[src/rtl/thr_orient_irq.sv]
module thr_orient_irq #(
  parameter int DW = 8,
  parameter int TW = 7
) (
  input  logic          clk,
  input  logic          rst_n,
  input  logic          smp_vld,
  input  logic [DW-1:0] ax,
  input  logic [DW-1:0] ay,
  input  logic [DW-1:0] az,
  input  logic [9:0]    cfg,
  input  logic [TW-1:0] thr,
  input  logic          rd_clr,
  output logic          irq,
  output logic [7:0]    src
);
  localparam int EW = DW + 1;

  logic [2:0][DW-1:0] av;
  logic [5:0] ev, en, zm, evm, fsel;
  logic [2:0] ex;
  logic       act, pk, known, cond, frozen;
  logic [5:0] flg;
  logic signed [EW-1:0] pt;

  assign av = {az, ay, ax};
  assign pt = EW'({1'b0, thr});

  for (genvar k = 0; k < 3; k++) begin : g_ax
    logic signed [EW-1:0] sv;
    assign sv = {av[k][DW-1], av[k]};
    assign ev[2*k]   = sv < -pt;
    assign ev[2*k+1] = sv > pt;
    assign ex[k]     = ev[2*k] | ev[2*k+1];
  end

  assign en  = cfg[5:0];
  assign zm  = {{2{~cfg[9]}}, 4'hF};
  assign evm = ev & en & zm;

  assign known = $onehot(ex & {~cfg[9], 2'b11}) && (evm != 6'd0);

  always_comb begin
    case (cfg[7:6])
      2'b00:   cond = |(ev & en);
      2'b10:   cond = (en != 6'd0) && ((ev & en) == en);
      2'b11:   cond = known;
      default: cond = known && !pk;
    endcase
  end

  assign fsel   = cfg[6] ? (known ? evm : 6'd0) : (ev & en);
  assign frozen = cfg[8] && act && !rd_clr;

  always_ff @(posedge clk or negedge rst_n) begin
    if (!rst_n) begin
      act <= 1'b0;
      flg <= 6'd0;
      pk  <= 1'b0;
    end else begin
      if (smp_vld) pk <= known;
      if (smp_vld && !frozen) begin
        act <= cond;
        flg <= fsel;
      end else if (rd_clr) begin
        act <= 1'b0;
      end
    end
  end

  assign irq = act;
  assign src = {1'b0, act, flg};


  latch_hold_chk: assert property (@(posedge clk) disable iff (!rst_n)
    (cfg[8] && act && !rd_clr) |=> (act && $stable(flg)));


  no_strobe_flags_chk: assert property (@(posedge clk) disable iff (!rst_n)
    !smp_vld |=> $stable(flg));


  read_clear_chk: assert property (@(posedge clk) disable iff (!rst_n)
    (rd_clr && !smp_vld) |=> !irq);


  orient_onehot_chk: assert property (@(posedge clk) disable iff (!rst_n)
    (smp_vld && cfg[6] && !frozen) |=> $onehot0(src[5:0]));


  fourd_noz_chk: assert property (@(posedge clk) disable iff (!rst_n)
    (smp_vld && cfg[6] && cfg[9] && !frozen) |=> (src[5:4] == 2'b00));
endmodule

[config.mk]
export PLATFORM = sky130hd
export DESIGN_NAME = thr_orient_irq
export DESIGN_NICKNAME = d
export VERILOG_FILES = /design/src/rtl/thr_orient_irq.sv
export SDC_FILE = /design/constraint.sdc
export NUM_CORES = 1
export LEC_CHECK = 0
export CORE_UTILIZATION = 34
export CTS_BUF_LIST = sky130_fd_sc_hd__clkbuf_4 sky130_fd_sc_hd__clkbuf_8
export CTS_CLUSTER_SIZE = 30
export DETAILED_ROUTE_END_ITERATION = 10
export DONT_BUFFER_PORTS = 1
export MAX_ROUTING_LAYER = met4
export PLACE_DENSITY = 0.53
export SLEW_MARGIN = 20
export SYNTH_ARGS = -nofsm -noshare
export SYNTH_HDL_FRONTEND = slang
export SYNTH_SLANG_ARGS = --single-unit
[constraint.sdc]
create_clock -name clk -period 1.1 [get_ports clk]
set_input_delay 0.275 -clock clk [delete_from_list [all_inputs] [get_ports clk]]
set_output_delay 0.275 -clock clk [all_outputs]
set_load 0.1 [all_outputs]
; Word-level counts from Yosys, hierarchy flattened
; Index checks and enable logic that the tools add are counted.
; W data, S select, Z words.
[classes]
addsub = 3
magnitude_cmp = 6
n_eq_ne = 4
muxes = 5
n_bitwise = 7
reduce_logical = 14
[ops]
columns = operator, count
row1 = $lt A8 B9 Y1, 3
row2 = $gt A8 B8 Y1, 3
row3 = $and A6 B6 Y6, 2
row4 = $mux W6, 2
row5 = $reduce_bool A6 Y1, 2
row6 = $neg A7 Y9, 1
row7 = $eq A6 B6 Y1, 1
row8 = $logic_and A1 B1 Y1, 6
row9 = $reduce_or A6 Y1, 1
row10 = $eq A2 B2 Y1 const B, 2
row11 = $and A3 B3 Y3, 1
row12 = $logic_not A1 Y1, 3
row13 = $or A1 B1 Y1, 3
row14 = $pmux W1 S3, 1
row15 = $add A1 B1 Y2, 1
row16 = $add A2 B1 Y2, 1
row17 = $eq A2 B1 Y1 const B, 1
row18 = $logic_not A2 Y1, 1
row19 = $mux W1, 2
row20 = $reduce_bool A2 Y1, 1
row21 = $not A1 Y1, 1
[totals]
ff_bits = 8
in_bits = 45
word_cells = 42

; Logic depth before layout (Yosys ltp)
[depth]
depth_word = 11
depth_mapped = 17

; Worst setup path before layout
; No wires, ideal clock.
[synth_path]
path_kind = input -> register
start = input port thr[1]
end = register flg[0]
arrival_time_ps = 3294
t_required_ps = 1030
slack_ps = -2264
stages = 17
path_buffers = 0
cell_sequence = inv_1 -> ha_1 -> nand3_1 -> xnor2_1 -> ha_1 -> nand2_1 -> a21oi_1 -> a311oi_2 -> maj3_1 -> a211oi_1 -> nor2_1 -> nor2_1 -> fa_1 -> nor2b_1 -> o41ai_2 -> a21oi_2 -> a32o_2
[synth_between]
elab_chain_len = 10
elab_cells_between_ends = 20
cone_classes = add/sub: 3 / order compare: 6 / eq/ne: 1 / mux: 2 / bitwise: 6 / reduce/logical: 2
[synth_lines]
columns = element, line
row1 = "start, declared", 12  ; input logic [TW-1:0] thr,
row2 = $neg A7 Y9, 32  ; assign ev[2*k] = sv < -pt;
row3 = $lt A8 B9 Y1, 32
row4 = $or A1 B1 Y1, 34  ; assign ex[k] = ev[2*k] | ev[2*k+1];
row5 = $and A3 B3 Y3, 41  ; assign known = $onehot(ex & {~cfg[9], 2'b11}) && (evm != 6'd0);
row6 = $add A1 B1 Y2 (implied by the code), 41
row7 = $add A2 B1 Y2 (implied by the code), 41
row8 = $eq A2 B1 Y1, 41
row9 = $logic_and A1 B1 Y1, 41
row10 = $mux W6, 52  ; assign fsel = cfg[6] ? (known ? evm : 6'd0) : (ev & en);
row11 = $mux W6 *, 52
row12 = "end signal, assigned", 64  ; flg <= fsel;
row13 = "end, declared", 23  ; logic [5:0] flg;
; Every way passes the cells marked *; elsewhere a longest branch is shown, timed or not.
; A chain may end at the register's enable or synchronous reset.

; Worst setup path after layout
[layout_path]
start = input port thr[1]
end = register flg[1]
; The elaborated chain is that of the path after synthesis.

==> impl_results.md <==
- Status: finished with violations
- Failing checks: negative setup slack
- Sequential-to-total area share from yosys stat: 11.2%
- Hold Path End: pk
- Antenna violations before repair: 0
- Hold Path Depth: 1
- EDFF count, synth: 0
- Cell with the largest stage delay on the worst path: fa_1
- Post-route antenna net violation count: 0
- CTS buffer count: 3
- CP cell instances: inv_16 -> ha_4 -> xor2_4 -> ha_4 -> nand3b_1 -> a221oi_2 -> nor4_2 -> a21o_2 -> a311oi_2 -> o21ai_1 -> nand2b_1 -> fa_1 -> nor2b_2 -> o41ai_2 -> a21oi_2 -> a32o_2
- Most frequent cell after synthesis: ha_1
- WS Path Type: in -> reg
- Post-layout util: 52.4%
- Tcrit/Tclk final: 283%
- Worst r2r src: irq
- Post-Syn Area: 1790 um2
- Top cell type by total area after synthesis: ha_1
- Hold path startpoint: smp_vld
- Top_reg_cell synth: dfrtp_1
- Leakage: 1.26 nW
- Die height: 74.5 um
- PwrDens: 758 nW/um2
- Root Buffer: clkbuf_8
- Layout area overhead: 48.6%
- Clk pin slew, worst setup/hold paths: 0.04 ns
- First-pass GRT wire length: 8580 um
- Worst R2R End: flg[1]
- Top cell type's share of synthesized area: 25.9%
- Worst EP arrival: 3.28 ns
- Drt drc: 0
- Final non-filler cell total: 356
- Post-Place Cells: 344
- Hpwl dp: 4690 um
- Site Rows: 26
- Largest net degree at the start of global routing: 10
- CP peak stage delay: 0.42 ns
- DR vias/cell: 5.43
- GRT overflow: 0
- Die width: 74.5 um
- Minimum clock period: 3.11 ns
- Setup Viol. Count Final: 12
- Port Buffers: 0
- PnR worst setup slack: -2.01 ns
- Htree depth: 1
- Starting Density: 35.3%
- Distinct cells, synth: 56
- Synth Warn #: 0
- Mean post-synth cell area: 8.17 um2
- Layout cells sized above 1: 37.4%
- Startpoint types: input port
- GRT Util Overall: 20.6%
- Synthesized flop and latch total: 8
- CP max FO: 5
- Core area: 5070 um2
- Top area cells in the synthesized netlist: ha_1, dfrtp_1, inv_1
- Iter 0 DRT Violations: 44
- Register-to-Register Path Depth: 5
- Sink Count: 8
- Clock Tree Buf Depth: 2
- Min-delay worst type: in -> reg
- Maximum vdd ir drop: 0.000537 V
- Max Cap Viol: 0
- Final hold viol count: 0
- Post-Syn Instances: 219
- Worst path required time: 1.27 ns
- Unrepaired setup endpoints after global routing: yes
- Vias in the first global route: 1913
- Top cells by count, synth: ha_1, inv_1, nand2_1, o21ai_0
- Die ar.: 5560 um2
- Final net count: 371
- Antenna cells: 0
- Routed via count: 1933
- I/O pin total: 54
- Clock latency on the worst-skew pair: 0.23 ns
- F_max: 321 MHz
- Post-synth ARST share: 100%
- Syn Nets: 302
- Skew final: 0.00243 ns
- WL/cell: 15.7 um
- Routability cong.: 0.870
- Most used cell, CP: ha_4
- DRT Wirelength: 5580 um
- Slew Viols, Final: 0
- CTS tree: built
- 1st-pass router iterations: 4
- R2R setup slack: -0.30 ns
- Worst Setup End Kind: flip-flop
[state kept, by name, indices dropped and copies added, names as in the netlist]
name  cells
flg       6
irq       1
pk        1
[worst max-delay path: cells and delay by family]
kind            cells  cell delay, ns
compound gates      7            1.44
xor+xnor            1            0.17
fa+ha+maj           3            0.87
buf+inv             1            0.02
simple gates        4            0.49
[cell usage in the layout, fill, tap and decap left out, types with 4 or more instances in the layout]
cell type   n
mux2i_1     4
buf_4      60
o21a_1      5
nand2_1    14
ha_4        4
buf_12      6
o31ai_1     4
nor2_1     11
o21ai_0    12
ha_1       33
nand4_1     4
inv_1      21
dfrtp_1     4
nor3_1      5
a21oi_1     9
nor2b_1     7
[layer usage]
| metal | up-vias | wire (um) | track usage, % |
|---|---|---|---|
| li1 | 974 | - | - |
| met1 | 923 | 2540 | 25.8 |
| met2 | 34 | 2780 | 36.2 |
| met3 | 2 | 238 | 4.07 |
| met4 | 0 | 19 | 0.210 |
| met5 | - | 0 | - |
[logic make-up (layout without fill, tap and decap cells)]
group	after synthesis	after routing	synth area share [%]
xor+xnor	3	3	2.52
other cells	1	1	0.210
mux	4	4	2.24
flops	8	8	11.2
compound gates	70	70	29.0
buf+inv	27	94	6.57
simple gates	67	67	20.7
fa+ha+maj	39	39	27.6
[through the flow]
stage          setup WS (ns)  setup TNS (ns)  cell area, um2  hold WS (ns)  total power [mW]
2_1_floorplan          -2.02          -15.78            1880       -0.0206              1.14
3_3_place_gp           -2.17          -17.00            2440       -0.0204              1.54
3_5_place_dp           -2.23          -17.40            2440       -0.0204              1.56
4_1_cts                -1.93          -15.20            2560         0.152              1.96
5_1_grt                -2.20          -17.56            2660         0.159              2.15
6_report               -2.01          -15.91            2660         0.152              2.01
[how the worst max path moves through the flow]
stage / startpoint / end / slack, ns / cells after the start
after CTS: thr[1] / flg[1] / -1.93 / 16
final: thr[1] / flg[1] / -2.01 / 16
after detailed placement: thr[0] / flg[1] / -2.23 / 16
after global routing: thr[1] / flg[1] / -2.20 / 16
after global placement: thr[0] / flg[1] / -2.17 / 16
after floorplan: thr[1] / flg[0] / -2.02 / 17
[repair_timing]
action,CTS,global route
setup buffers,4,5
hold buffers,1,0
pin swaps,13,20
endpoints found under the setup margin,12,16
endpoints found under the hold margin,8,0
gates resized for setup,9,8
[area by class of cell]
class	count	area, um2
Clock buffer	3	41.3
Fill cell	498	2420
Inverter	23	110
Multi-Input combinational cell	184	1620
Sequential cell	8	213
Tap cell	70	87.6
Timing Repair Buffer	68	592
[report_power, final]
group	switching, mW	total (mW)	internal, mW
Sequential	0.0637	0.398	0.335
Clock	0.116	0.353	0.237
Combinational	0.643	1.26	0.620
Note: power is estimated with default switching activity, not from simulation.
